===== src/rtl/rowdec_pkg.sv =====
package rowdec_pkg;
  localparam int ADDR_BITS  = 32;
  localparam int LIMIT_BITS = 8;
  localparam int SHIFT      = ADDR_BITS - LIMIT_BITS;

  typedef logic [ADDR_BITS-1:0]  addr_t;
  typedef logic [LIMIT_BITS-1:0] limit_t;

  // Expand a boundary value into a full byte address.
  function automatic addr_t to_bound(limit_t v);
    return {v, {SHIFT{1'b0}}};
  endfunction

  // Half-open window test: lo <= a < hi.
  function automatic logic in_window(addr_t lo, addr_t hi, addr_t a);
    return (a >= lo) && (a < hi);
  endfunction
endpackage


===== src/rtl/rowdec_limit_file.sv =====
module rowdec_limit_file
  import rowdec_pkg::*;
#(
  parameter int ROWS  = 4,
  parameter int IDX_W = $clog2(ROWS)
) (
  input  logic                             clk,
  input  logic                             rst_n,
  input  logic                             we,
  input  logic [IDX_W-1:0]                 idx,
  input  limit_t                           wdata,
  output logic [ROWS-1:0][LIMIT_BITS-1:0]  lims
);
  for (genvar g = 0; g < ROWS; g++) begin : g_reg
    always_ff @(posedge clk or negedge rst_n) begin
      if (!rst_n)
        lims[g] <= '0;
      else if (we && (int'(idx) == g))
        lims[g] <= wdata;
    end
  end
endmodule


===== src/rtl/rowdec_window_cmp.sv =====
module rowdec_window_cmp
  import rowdec_pkg::*;
#(
  parameter int ROWS = 4
) (
  input  logic [ROWS-1:0][LIMIT_BITS-1:0] lims,
  input  addr_t                           addr,
  output logic [ROWS-1:0]                 match,
  output logic [ROWS-1:0]                 empty
);
  for (genvar g = 0; g < ROWS; g++) begin : g_row
    limit_t base_v;
    if (g == 0) begin : g_first
      assign base_v = '0;
    end else begin : g_next
      assign base_v = lims[g-1];
    end
    assign empty[g] = (lims[g] == base_v);
    assign match[g] = in_window(to_bound(base_v), to_bound(lims[g]), addr);
  end
endmodule


===== src/rtl/rowdec_pick.sv =====
module rowdec_pick #(
  parameter int ROWS = 4
) (
  input  logic [ROWS-1:0] match,
  output logic [ROWS-1:0] onehot
);
  always_comb begin
    logic taken;
    taken  = 1'b0;
    onehot = '0;
    for (int i = 0; i < ROWS; i++) begin
      if (match[i] && !taken) begin
        onehot[i] = 1'b1;
        taken     = 1'b1;
      end
    end
  end
endmodule


===== src/rtl/row_cs_decoder.sv =====
module row_cs_decoder
  import rowdec_pkg::*;
#(
  parameter int ROWS  = 4,
  parameter int IDX_W = $clog2(ROWS)
) (
  input  logic                  clk,
  input  logic                  rst_n,
  input  logic                  cfg_we,
  input  logic [IDX_W-1:0]      cfg_idx,
  input  logic [LIMIT_BITS-1:0] cfg_limit,
  input  logic [ADDR_BITS-1:0]  addr,
  output logic [ROWS-1:0]       cs_onehot,
  output logic                  hit,
  output logic [ROWS-1:0]       row_empty
);
  logic [ROWS-1:0][LIMIT_BITS-1:0] lims;
  logic [ROWS-1:0]                 match_vec;
  logic [ROWS-1:0]                 pick_vec;
  logic                            any_match;

  rowdec_limit_file #(.ROWS(ROWS), .IDX_W(IDX_W)) u_regs (
    .clk(clk), .rst_n(rst_n), .we(cfg_we), .idx(cfg_idx),
    .wdata(cfg_limit), .lims(lims)
  );

  rowdec_window_cmp #(.ROWS(ROWS)) u_cmp (
    .lims(lims), .addr(addr), .match(match_vec), .empty(row_empty)
  );

  rowdec_pick #(.ROWS(ROWS)) u_pick (
    .match(match_vec), .onehot(pick_vec)
  );

  assign any_match = |match_vec;

  always_ff @(posedge clk or negedge rst_n) begin
    if (!rst_n) begin
      cs_onehot <= '0;
      hit       <= 1'b0;
    end else begin
      cs_onehot <= pick_vec;
      hit       <= any_match;
    end
  end
endmodule


===== config.mk =====
export PLATFORM = sky130hd
export DESIGN_NAME = row_cs_decoder
export DESIGN_NICKNAME = d
export VERILOG_FILES = /design/src/rtl/rowdec_pkg.sv /design/src/rtl/rowdec_limit_file.sv /design/src/rtl/rowdec_window_cmp.sv /design/src/rtl/rowdec_pick.sv /design/src/rtl/row_cs_decoder.sv
export SDC_FILE = /design/constraint.sdc
export NUM_CORES = 1
export LEC_CHECK = 0
export BUFFER_PORTS_ARGS = -buffer_cell sky130_fd_sc_hd__buf_4
export CORE_AREA = 2 2 58 114
export DETAILED_ROUTE_END_ITERATION = 16
export DIE_AREA = 0 0 60 116
export RECOVER_POWER = 50
export SLEW_MARGIN = 40
export SYNTH_ARGS = -nofsm -noshare
export SYNTH_HDL_FRONTEND = slang
export SYNTH_SLANG_ARGS = --single-unit

===== constraint.sdc =====
create_clock -name clk -period 3.9 [get_ports clk]
set_input_delay 0.78 -clock clk [delete_from_list [all_inputs] [get_ports clk]]
set_output_delay 0.78 -clock clk [all_outputs]
set_load 0.05 [all_outputs]

**Word-level counts from Yosys, hierarchy flattened**

Cells that the tools add are included.

- Input bits: 45
- Output and inout port bits: 9
- Register bits after elaboration: 37

- Muxes and demuxes: 6
- Reductions and logical operators: 17
- Equal/unequal tests: 6
- $lt $le $gt $ge: 8

Operators by type and width:

| kind | number |
|---|---|
| 32-bit less-than comparator | 4 |
| 32-bit >= comparator | 3 |
| 32-bit by 1-bit >= comparator with 1-bit output, second input constant | 1 |
| 8-bit == test | 3 |
| 1-bit logical AND | 11 |
| 8-bit logical NOT | 1 |
| 1-bit 2-to-1 mux | 6 |
| 2-bit == test, second input constant | 2 |
| 4-bit OR reduction | 1 |
| 1-bit logical NOT | 3 |
| 2-bit by 1-bit == test with 1-bit output, second input constant | 1 |
| 2-bit logical NOT | 1 |

**Depth between registers and ports, before layout**

Gate-level depths: netlist (run 1).

- Depth in word-level cells: 12
- Depth in mapped cells: 7
- Gate-level depth less buffers: 7

**Cells and area by module**

Synthesis (run 1) repeated with hierarchy kept, for this count alone.

- Cells, all modules: 230
- Area, all modules: 2,511.2 um2

By module, submodules not included:

| module | cells an instance | times used | area each (um2) |
|---|---|---|---|
| rowdec_limit_file | 68 | 1 | 1,212.4 |
| rowdec_window_cmp | 152 | 1 | 1,129.8 |
| row_cs_decoder | 6 | 1 | 132.6 |
| rowdec_pick | 4 | 1 | 36.3 |

**Least setup slack after synthesis (run 1)**

Ideal clock, no wire load.

- Kind: register -> output
- From: register u_regs.lims[4] in the netlist's numbering
- To: output row_empty[0]
- Path slack: 1.561 ns
- Cell stages (with the launch flop): 3
- Path buffers: 0
- Data required time: 3.120 ns
- Arrival: 1.559 ns
- Path through: dfrtp_1 -> or4_1 -> nor2_1

- Cells in the longest elaborated chain, start to end: 1

Ends and longest elaborated chain:

| what | line | source |
|---|---|---|
| from (decl) | rowdec_limit_file.sv:12 | `output logic [ROWS-1:0][LIMIT_BITS-1:0] lims` |
| from (signal, indexed assignment) | rowdec_limit_file.sv:19 | `lims[g] <= wdata;` |
| 8-bit logical NOT | rowdec_window_cmp.sv:18 | `assign empty[g] = (lims[g] == base_v);` |
| to (decl) | row_cs_decoder.sv:15 | `output logic [ROWS-1:0] row_empty` |

Every way passes these cells.

**Worst setup path after layout (run 1)**

Same ends and word-level chain as after synthesis.

==> results of run 1 <==
final cells by class:
type                       instances  area share [%]
multi-input combinational        146            46.6
clock buffer                       7            5.09
tap                               84            3.75
timing repair buffer              29            7.51
inverter                          30            4.02
sequential                        37            33.1
flip-flops by register name (all words and copies together), names as in the netlist:
name,flops
u_regs.lims,32
hit,1
cs_onehot,4
kinds of logic (layout without fill, tap and decap cells):
| group | Yosys count | after routing |
|---|---|---|
| compound gates | 31 | 31 |
| xor+xnor | 24 | 24 |
| fa+ha+maj | 31 | 31 |
| buf+inv | 31 | 66 |
| flops | 37 | 37 |
| mux | 25 | 25 |
| simple gates | 35 | 35 |
power groups by stage:
| stage | Combinational, W | Clock (W) | Sequential (W) |
|---|---|---|---|
| after CTS | 0.000422 | 0.000412 | 0.000539 |
| after floorplan | 0.000277 | 0 | 0.000556 |
| final | 0.000416 | 0.000399 | 0.000538 |
| after global placement | 0.000409 | 0 | 0.000544 |
| after global routing | 0.000472 | 0.000423 | 0.000549 |
| after detailed placement | 0.000418 | 0 | 0.000546 |
worst max path at each step:
stage | start | endpoint | slack (ns) | cells past startpoint
floorplan | u_regs.lims[4]$_DFFE_PN0P_ | row_empty[0] | 1.56 | 2
global placement | addr[31] | hit$_DFF_PN0_ | 1.52 | 6
detailed placement | addr[31] | hit$_DFF_PN0_ | 1.49 | 6
CTS | u_regs.lims[4]$_DFFE_PN0P_ | row_empty[0] | 1.54 | 3
global route | rst_n | u_regs.lims[25]$_DFFE_PN0P_ | 1.20 | 1
finish | u_regs.lims[4]$_DFFE_PN0P_ | row_empty[0] | 1.57 | 3
layer usage:
layer	global-route usage, %	vias up	routed length, µm
met5	0	-	0
met4	9.78	0	220
met3	3.24	12	133
met2	32.3	27	3160
met1	16.9	795	1890
li1	-	812	-
worst max-delay path: cells and delay by family, from the launching register on:
family / cells / cell delay, ns
AND/OR/NAND/NOR: 2 / 0.67
flip-flops: 1 / 0.39
buffers and inverters: 1 / 0.20
cells in the mapped netlist, types with 2 or more instances:
library cell,number
a211oi_1,4
nand4_1,7
nand3b_1,2
nor2_1,6
o21ai_0,8
xnor2_1,24
nor2b_1,4
a2111oi_2,2
nor3b_2,2
mux2_2,25
nand2_1,9
ha_1,31
o2111ai_1,3
a21oi_1,4
o211ai_1,3
a21o_1,5
dfrtp_1,37
inv_1,30
stage by stage:
stage | instances | worst slack, ns | hold WS [ns] | power, W | instance area, µm²
after floorplan | 214 | 1.56 | 0.484 | 0.000833 | 2340
after global placement | 326 | 1.52 | 0.541 | 0.000953 | 2660
after detailed placement | 326 | 1.49 | 0.545 | 0.000964 | 2670
after CTS | 333 | 1.54 | 0.469 | 0.00137 | 2810
after global routing | 333 | 1.20 | 0.574 | 0.00144 | 2800
final | 333 | 1.57 | 0.557 | 0.00135 | 2800
==> results.yml, run 1 <==
worst_setup_path:
  worstReg2RegStart: "u_regs.lims[31]$_DFFE_PN0P_"
  worstSetupEndpointType: "output port"
  worstPathRequired_ns: 3.12
  slowest_delay_ns: 0.54
  startpoint_type: "flip-flop"
  crit_path_cell_trace: "or4_1, nor2_1, buf_4"
  worst-endpoint-arrival_ns: 1.55
  crit_slowest_cell: "or4_1"
  ff2ff_setup_slack_ns: 2.00
  cp_max_fanout: 3
  worstSetupPathType: "reg -> out"
  critical_path.reg2reg.endpoint: "hit$_DFF_PN0_"
  timing.reg2reg.worst_path_depth: 6
floorplan:
  die-width_um: 60
  number_of_placement_rows: 40
  core_footprint_um2: 6060
  io_pins: 54
  initial_core_util_pct: 38.6
  floorplan.die.height_um: 116
  die_area_um2: 6960
place:
  port_buffers: 29
  gp_routability_congestion: 0.791
  dp_hpwl_um: 4390
logic_synthesis:
  synth_enable_flop_cells: 0
  synth_area_leaders: "dfrtp_1 40%, ha_1 17%, mux2_2 12%"
  synth-seq-cells: 37
  post_synth_fa_ha_maj_area_fraction_pct: 16.6
  synth_ff_type: "dfrtp_1"
  synth_top_area_cell: "dfrtp_1"
  complex_gate_fraction_of_the_synthesized_area_pct: 9.52
  syn_avg_cell_area_um2: 10.9
  synth_fp_nets: 290
  number_of_synthesis_warnings: 0
  largest_family_of_logic_cells_by_synthesized_area: "adder cells"
  ys_async_sr_fraction_pct: 100
  postSynthCellCount: 214
  ys_seq_area_share_pct: 39.6
  yosys-mux-area-fraction_pct: 12.0
  top_area_cell_type_share_of_the_netlist_area_pct: 39.6
  synthesis.area_um2: 2340
  yosysUniqueCellTypes: 26
  yosys.area_share.simple_pct: 8.34
  synth_xor_xnor_area_share_pct: 8.98
power:
  p_clk_share_pct: 29.5
  seq_power_share_pct: 39.8
  sw_frac_of_total_pct: 32.4
  p_comb_share_pct: 30.7
  leakage_nw: 1.30
  power-per-cell-area_nw_per_um2: 483
  switching_power_w: 0.000439
  power.ir.vdd_worst_mv: 0.308
  intPower_w: 0.000914
route:
  postRouteAntennaNets: 0
  drtIter0Drc: 18
  detail_route.drc_violations: 0
  via_count: 1646
  detail_route.wl_per_cell_um: 16.2
  routed_wirelength_um: 5400
  detail_route.vias_per_cell: 4.94
  drt-pass1-iter-count: 4
clock_tree:
  clock_insertion_delay_worst_skew_ns: 0.28
  clock_transition_at_the_registers_of_the_reported_paths_ns: 0.05
  htreeDepth: 2
  cts_inserted_buffers: 5
  clkSinkCount: 37
  cts_max_path_buffers: 2
  postCtsHoldBufs: 0
  clk_root_buffer_cell: "clkbuf_16"
  cts_tree: "built"
  postCtsResizedCells: 0
  post-cts-setup-buffers: 0
layout:
  num_antenna_cells: 0
  seq_area_um2: 926
  layout.cells.most_common: "dfrtp_1"
  layout.cells.most_common_list: "37 x dfrtp_1, 31 x ha_1, 30 x inv_1, 27 x buf_4, 25 x mux2_2"
  fillers: 616
  final_net_count: 325
  layout.core_utilization_pct: 46.2
  drive_gt1_share_pct: 24.9
  areaGrowthSynthToFinish_pct: 19.7
  multiInputGateArea_um2: 1300
worst_hold_path:
  hold_end: "u_regs.lims[25]$_DFFE_PN0P_"
  hp-class: "reg -> reg"
  min-delay-start: "u_regs.lims[25]$_DFFE_PN0P_"
  timing.hold.worst_path_depth: 1
global_routing:
  pin_count_of_the_biggest_net_entering_global_routing: 38
  first_global_vias: 1677
  grt-ovfl-total: 0
  grt_pass1_wl_um: 8470
  global_router_s_overall_resource_usage_pct: 17.4
  initial_antenna_violation_count: 0
run_status:
  violations: "capacitance limit, slew limit"
  status: "finished with violations"
timing:
  rsz0062_at_grt: "no"
  min_period_ns: 2.33
  max_slew.worst_pin.slew_ns: 2.04
  timing.final.crit_share_pct: 59.8
  timing.slew.headroom_pct: -36.3
  hold_viol_final: 0
  max_slew_vio_count: 38
  timing.setup.tns_ns: 0
  setup_viol: 0
  clock_skew_ns: 0.00405
  fmaxAchievable_mhz: 429
run:
  max_cap_violations: 1
Power figures use the tool's default switching activity.
==> run 2, diff against run 1 <==
--- a/config.mk
+++ b/config.mk
@@ -5,10 +5,11 @@
 export SDC_FILE = /design/constraint.sdc
 export NUM_CORES = 1
 export LEC_CHECK = 0
+export ABC_AREA = 1
 export BUFFER_PORTS_ARGS = -buffer_cell sky130_fd_sc_hd__buf_4
-export CORE_AREA = 2 2 58 114
+export CORE_AREA = 2 2 59 116
 export DETAILED_ROUTE_END_ITERATION = 16
-export DIE_AREA = 0 0 60 116
+export DIE_AREA = 0 0 61 118
 export RECOVER_POWER = 50
 export SLEW_MARGIN = 40
 export SYNTH_ARGS = -nofsm -noshare
==> constraint.sdc (replaced) <==
create_clock -name clk -period 2.08 [get_ports clk]
set_input_delay 0.416 -clock clk [delete_from_list [all_inputs] [get_ports clk]]
set_output_delay 0.416 -clock clk [all_outputs]
set_load 0.05 [all_outputs]
==> results.yml, run 2 <==
route:
  detail_route.drc_violations: 0
  drtIter0Drc: 81
  drt-pass1-iter-count: 4
  detail_route.vias_per_cell: 4.73
  postRouteAntennaNets: 0
  routed_wirelength_um: 5400
  detail_route.wl_per_cell_um: 13.2
  via_count: 1938
clock_tree:
  cts_max_path_buffers: 2
  postCtsHoldBufs: 0
  cts_inserted_buffers: 5
  postCtsResizedCells: 0
  clock_transition_at_the_registers_of_the_reported_paths_ns: 0.05
  htreeDepth: 2
  clock_insertion_delay_worst_skew_ns: 0.28
  clkSinkCount: 37
  post-cts-setup-buffers: 0
  cts_tree: "built"
  clk_root_buffer_cell: "clkbuf_16"
floorplan:
  io_pins: 54
  number_of_placement_rows: 41
  die_area_um2: 7200
  floorplan.die.height_um: 118
  initial_core_util_pct: 39.0
  die-width_um: 61
  core_footprint_um2: 6310
worst_setup_path:
  crit_path_start: "u_regs.lims[16]$_DFFE_PN0P_"
  ff2ff_setup_slack_ns: 0.56
  worstReg2RegStart: "u_regs.lims[9]$_DFFE_PN0P_"
  worstSetupPathType: "reg -> out"
  worst-endpoint-arrival_ns: 1.46
  startpoint_type: "flip-flop"
  setup.worst_path.end: "row_empty[2]"
  worstPathRequired_ns: 1.66
  worstSetupEndpointType: "output port"
  critical_path.reg2reg.endpoint: "hit$_DFF_PN0_"
  cp_max_fanout: 4
  timing.reg2reg.worst_path_depth: 11
timing:
  clock_skew_ns: 0.00163
  max_slew.worst_pin.slew_ns: 0.949
  timing.slew.headroom_pct: 36.7
  setup_viol: 0
  max_slew_vio_count: 0
  timing.final.ws_setup_ns: 0.205
  rsz0062_at_grt: "no"
  hold_viol_final: 0
  timing.setup.tns_ns: 0
  timing.final.crit_share_pct: 90.1
  fmaxAchievable_mhz: 533
  min_period_ns: 1.87
global_routing:
  initial_antenna_violation_count: 0
  pin_count_of_the_biggest_net_entering_global_routing: 38
  grt_pass1_wl_um: 8720
  grt-ovfl-total: 0
  first_global_vias: 1849
  global_router_s_overall_resource_usage_pct: 16.8
power:
  leakage_nw: 1.47
  finalPower_w: 0.00251
  power.ir.vdd_worst_mv: 0.419
  power-per-cell-area_nw_per_um2: 873
logic_synthesis:
  netlist_top_cells_count: "69 x nand2_1, 51 x inv_1, 37 x dfrtp_1"
  ys_async_sr_fraction_pct: 100
  synth_area_leaders: "dfrtp_1 38%, ha_1 16%, nand2_1 11%"
  syn_avg_cell_area_um2: 8.43
  synth_top_area_cell: "dfrtp_1"
  ys_seq_area_share_pct: 37.6
  synthesis.area_um2: 2460
  yosysMostFrequentCell: "nand2_1"
  synth_ff_type: "dfrtp_1"
  postSynthCellCount: 292
  synth-seq-cells: 37
  synth_fp_nets: 368
  synth_enable_flop_cells: 0
  top_area_cell_type_share_of_the_netlist_area_pct: 37.6
  yosysUniqueCellTypes: 17
  number_of_synthesis_warnings: 0
layout:
  drive_gt1_share_pct: 15.1
  regMostFlops: "u_regs.lims"
  top_registers: "u_regs.lims: 32 flops, cs_onehot: 4 flops, hit: 1 flops"
  final_net_count: 400
  largest_register_ffs: 32
  areaGrowthSynthToFinish_pct: 16.9
  fillers: 638
  layout.cells.most_common: "nand2_1"
  final_design_area_no_fill_um2: 2880
  num_antenna_cells: 0
  layout.cells.most_common_list: "69 x nand2_1, 51 x inv_1, 37 x dfrtp_1, 31 x ha_1, 28 x buf_4"
place:
  postPlaceCellArea_um2: 2750
  post_placement_setup_slack_ns: 0.487
  dp_hpwl_um: 4290
  port_buffers: 29
  gp_routability_congestion: 0.857
run_status:
  status: "finished clean"
worst_hold_path:
  hp-class: "in -> async"
run:
  max_cap_violations: 0
-- run 2: cell types whose count changed in the layout (fill, tap and decap cells not counted), sizes merged, moves of 4 or more --
cell    previous run  this run
a211oi             4         0
a21oi              4        10
inv               30        51
mux2              25         0
nand2              9        69
nand3              1         5
nor2               6        16
nor2b              4         0
o21ai              8        33
-- run 2: per-layer routing --
layer,track usage (%),vias up,routed length (µm)
met1,18.7,904,2110
met5,0,-,0
met3,2.64,11,134
met4,9.51,0,208
li1,-,990,-
met2,28.6,33,2950
-- run 2: power by group --
group / switching (W) / total, W / leakage [nW] / internal (W)
clock: 0.000274 / 0.000744 / 0.0700 / 0.000470
sequential: 0.000136 / 0.000976 / 0.461 / 0.000839
combinational: 0.000451 / 0.000793 / 0.938 / 0.000342
-- run 2: worst min path at each step --
stage,startpoint,end
2_1_floorplan,rst_n,cs_onehot[0]$_DFF_PN0_
3_3_place_gp,rst_n,u_regs.lims[9]$_DFFE_PN0P_
3_5_place_dp,rst_n,u_regs.lims[0]$_DFFE_PN0P_
4_1_cts,rst_n,u_regs.lims[0]$_DFFE_PN0P_
5_1_grt,rst_n,u_regs.lims[9]$_DFFE_PN0P_
6_report,rst_n,u_regs.lims[24]$_DFFE_PN0P_
-- run 2: logic make-up after synthesis --
kind of cell               Yosys count  share of synthesized area, %
buffers and inverters               55                          9.61
xor gates and xnor gates            24                          8.54
DFF                                 37                          37.6
and+or+nand+nor                     98                          16.8
AOI/OAI and AO/OA                   47                          11.6
adders and majority gates           31                          15.8
-- run 2: final cells by class --
cell class	count	area [µm²]	area share, %
multi-input combinational	200	1290	45.0
sequential	37	926	32.2
timing repair buffer	29	215	7.48
inverter	51	191	6.65
clock buffer	7	143	4.96
tap	86	108	3.74
-- run 2: critical path, cell delays in order, from the launching register on --
cell and delay (ns):
dfrtp_1 0.43, xnor2_1 0.19, nand4_1 0.18, nor2_1 0.16, buf_4 0.22
-- run 2: per-stage QoR --
stage               hold slack (ns)  std cells  utilization [%]
finish                        0.272        410             45.6
global route                  0.353        410             45.6
CTS                           0.115        410             45.8
detailed placement            0.414        403             43.5
global placement              0.414        403             43.5
floorplan                     0.120        292                -
==> run 3, diff against run 2 <==
--- a/config.mk
+++ b/config.mk
@@ -5,11 +5,10 @@
 export SDC_FILE = /design/constraint.sdc
 export NUM_CORES = 1
 export LEC_CHECK = 0
-export ABC_AREA = 1
 export BUFFER_PORTS_ARGS = -buffer_cell sky130_fd_sc_hd__buf_4
-export CORE_AREA = 2 2 59 116
+export CORE_AREA = 2 2 58 114
 export DETAILED_ROUTE_END_ITERATION = 16
-export DIE_AREA = 0 0 61 118
+export DIE_AREA = 0 0 60 116
 export RECOVER_POWER = 50
 export SLEW_MARGIN = 40
 export SYNTH_ARGS = -nofsm -noshare
==> results.yml, run 3 (synthesis gave the netlist of run 1 again) <==
run_status:
  status: "finished clean"
route:
  detail_route.wl_per_cell_um: 16.0
  drtIter0Drc: 37
  drt-pass1-iter-count: 4
  detail_route.vias_per_cell: 4.92
  routed_wirelength_um: 5450
  postRouteAntennaNets: 0
  via_count: 1673
  detail_route.drc_violations: 0
global_routing:
  grt-ovfl-total: 0
  initial_antenna_violation_count: 0
  grt_pass1_wl_um: 8800
  global_router_s_overall_resource_usage_pct: 18.0
  pin_count_of_the_biggest_net_entering_global_routing: 38
  first_global_vias: 1747
floorplan:
  core_footprint_um2: 6060
  die_area_um2: 6960
  floorplan.die.height_um: 116
  initial_core_util_pct: 38.6
  io_pins: 54
  number_of_placement_rows: 40
  die-width_um: 60
power:
  intPower_w: 0.00174
  power.ir.vdd_worst_mv: 0.473
  seq_power_share_pct: 38.9
  switching_power_w: 0.000820
  sw_frac_of_total_pct: 32.0
  leakage_nw: 1.33
  p_clk_share_pct: 28.7
  p_comb_share_pct: 32.4
  power-per-cell-area_nw_per_um2: 901
timing:
  timing.setup.tns_ns: 0
  max_slew.worst_pin.slew_ns: 0.895
  clock_skew_ns: 0.00688
  max_slew_vio_count: 0
  min_period_ns: 1.96
  fin_worst_hold_slack_ns: 0.249
  hold_viol_final: 0
  timing.slew.headroom_pct: 40.3
  rsz0062_at_grt: "no"
  timing.final.ws_setup_ns: 0.121
  timing.final.crit_share_pct: 94.2
  fmaxAchievable_mhz: 510
  setup_viol: 0
layout:
  largest_register_ffs: 32
  areaGrowthSynthToFinish_pct: 21.3
  seq_area_um2: 926
  fillers: 602
  final_design_area_no_fill_um2: 2840
  regMostFlops: "u_regs.lims"
  num_antenna_cells: 0
  layout.cells.most_common_list: "37 x dfrtp_1, 33 x buf_4, 31 x ha_1, 30 x inv_1, 25 x mux2_2"
  final_cells: 340
  multiInputGateArea_um2: 1290
  layout.cells.most_common: "dfrtp_1"
  final_net_count: 332
  drive_gt1_share_pct: 26.6
  top_registers: "u_regs.lims: 32 flops, cs_onehot: 4 flops, hit: 1 flops"
place:
  dp_hpwl_um: 4560
  post-place-cells: 333
  port_buffers: 29
  postPlaceCellArea_um2: 2710
  gp_routability_congestion: 0.821
  post_placement_setup_slack_ns: 0.0278
clock_tree:
  htreeDepth: 2
  post-cts-setup-buffers: 0
  clkSinkCount: 37
  cts_max_path_buffers: 2
  clock_transition_at_the_registers_of_the_reported_paths_ns: 0.06
  clk_root_buffer_cell: "clkbuf_16"
  postCtsHoldBufs: 0
  cts_inserted_buffers: 5
  clock_insertion_delay_worst_skew_ns: 0.28
  postCtsResizedCells: 0
  cts_tree: "built"
worst_setup_path:
  startpoint_type: "flip-flop"
  worst-endpoint-arrival_ns: 1.54
  worstPathRequired_ns: 1.66
  worstSetupEndpointType: "output port"
  cp_max_fanout: 3
  critical_path.reg2reg.endpoint: "hit$_DFF_PN0_"
  worstReg2RegStart: "u_regs.lims[31]$_DFFE_PN0P_"
  worstSetupPathType: "reg -> out"
  timing.reg2reg.worst_path_depth: 6
  ff2ff_setup_slack_ns: 0.13
run:
  max_cap_violations: 0
worst_hold_path:
  hp-class: "in -> async"
run 3: cell types whose count changed in the layout (fill, tap and decap cells not counted), sizes merged, moves of 5 or more:
| cell | before | now |
|---|---|---|
| o21ai | 33 | 8 |
| a21oi | 10 | 4 |
| nor2 | 16 | 6 |
| mux2 | 0 | 25 |
| nand2 | 69 | 9 |
| buf | 28 | 33 |
| inv | 51 | 30 |
run 3: area by class of cell:
type | count | share of cell area, %
inverters | 30 | 3.97
multi-input cells | 146 | 45.5
clock buffers | 7 | 5.02
repair buffers | 36 | 9.17
flip-flops and latches | 37 | 32.6
well taps | 84 | 3.70
run 3: through the flow:
stage	power, W	utilization (%)
floorplan	0.00156	-
global placement	0.00182	44.8
detailed placement	0.00184	44.8
CTS	0.00260	47.1
global route	0.00273	46.9
finish	0.00256	46.9
run 3: worst max-delay path by stage:
stage	startpoint	to	slack (ns)	depth (start not counted)
after global placement	addr[31]	hit$_DFF_PN0_	0.06	6
after floorplan	u_regs.lims[4]$_DFFE_PN0P_	row_empty[0]	0.10	2
after CTS	u_regs.lims[4]$_DFFE_PN0P_	row_empty[0]	0.1	3
after global routing	u_regs.lims[31]$_DFFE_PN0P_	hit$_DFF_PN0_	0.04	6
after detailed placement	addr[31]	hit$_DFF_PN0_	0.03	6
final	u_regs.lims[4]$_DFFE_PN0P_	row_empty[0]	0.12	3
run 3: power groups by stage:
stage	Combinational (W)	Clock, W	Sequential [W]
detailed placement	0.000836	0	0.00101
global placement	0.000820	0	0.00100
CTS	0.000843	0.000757	0.000997
finish	0.000830	0.000735	0.000994
global route	0.000938	0.000779	0.00101
floorplan	0.000520	0	0.00104
run 3: layer usage:
metal	up-vias	wire length (µm)	track usage (%)	part of all wire [%]
met5	-	0	0	0
met4	0	254	10.7	4.7
met3	12	123	2.12	2.3
met2	36	3220	34.3	59
met1	795	1850	17.1	34
li1	830	-	-	-
run 3: worst max-delay path: stages, from the launching register on:
cell     delay, ns
dfrtp_1       0.39
or4_1         0.55
nor2_1        0.12
buf_4         0.20
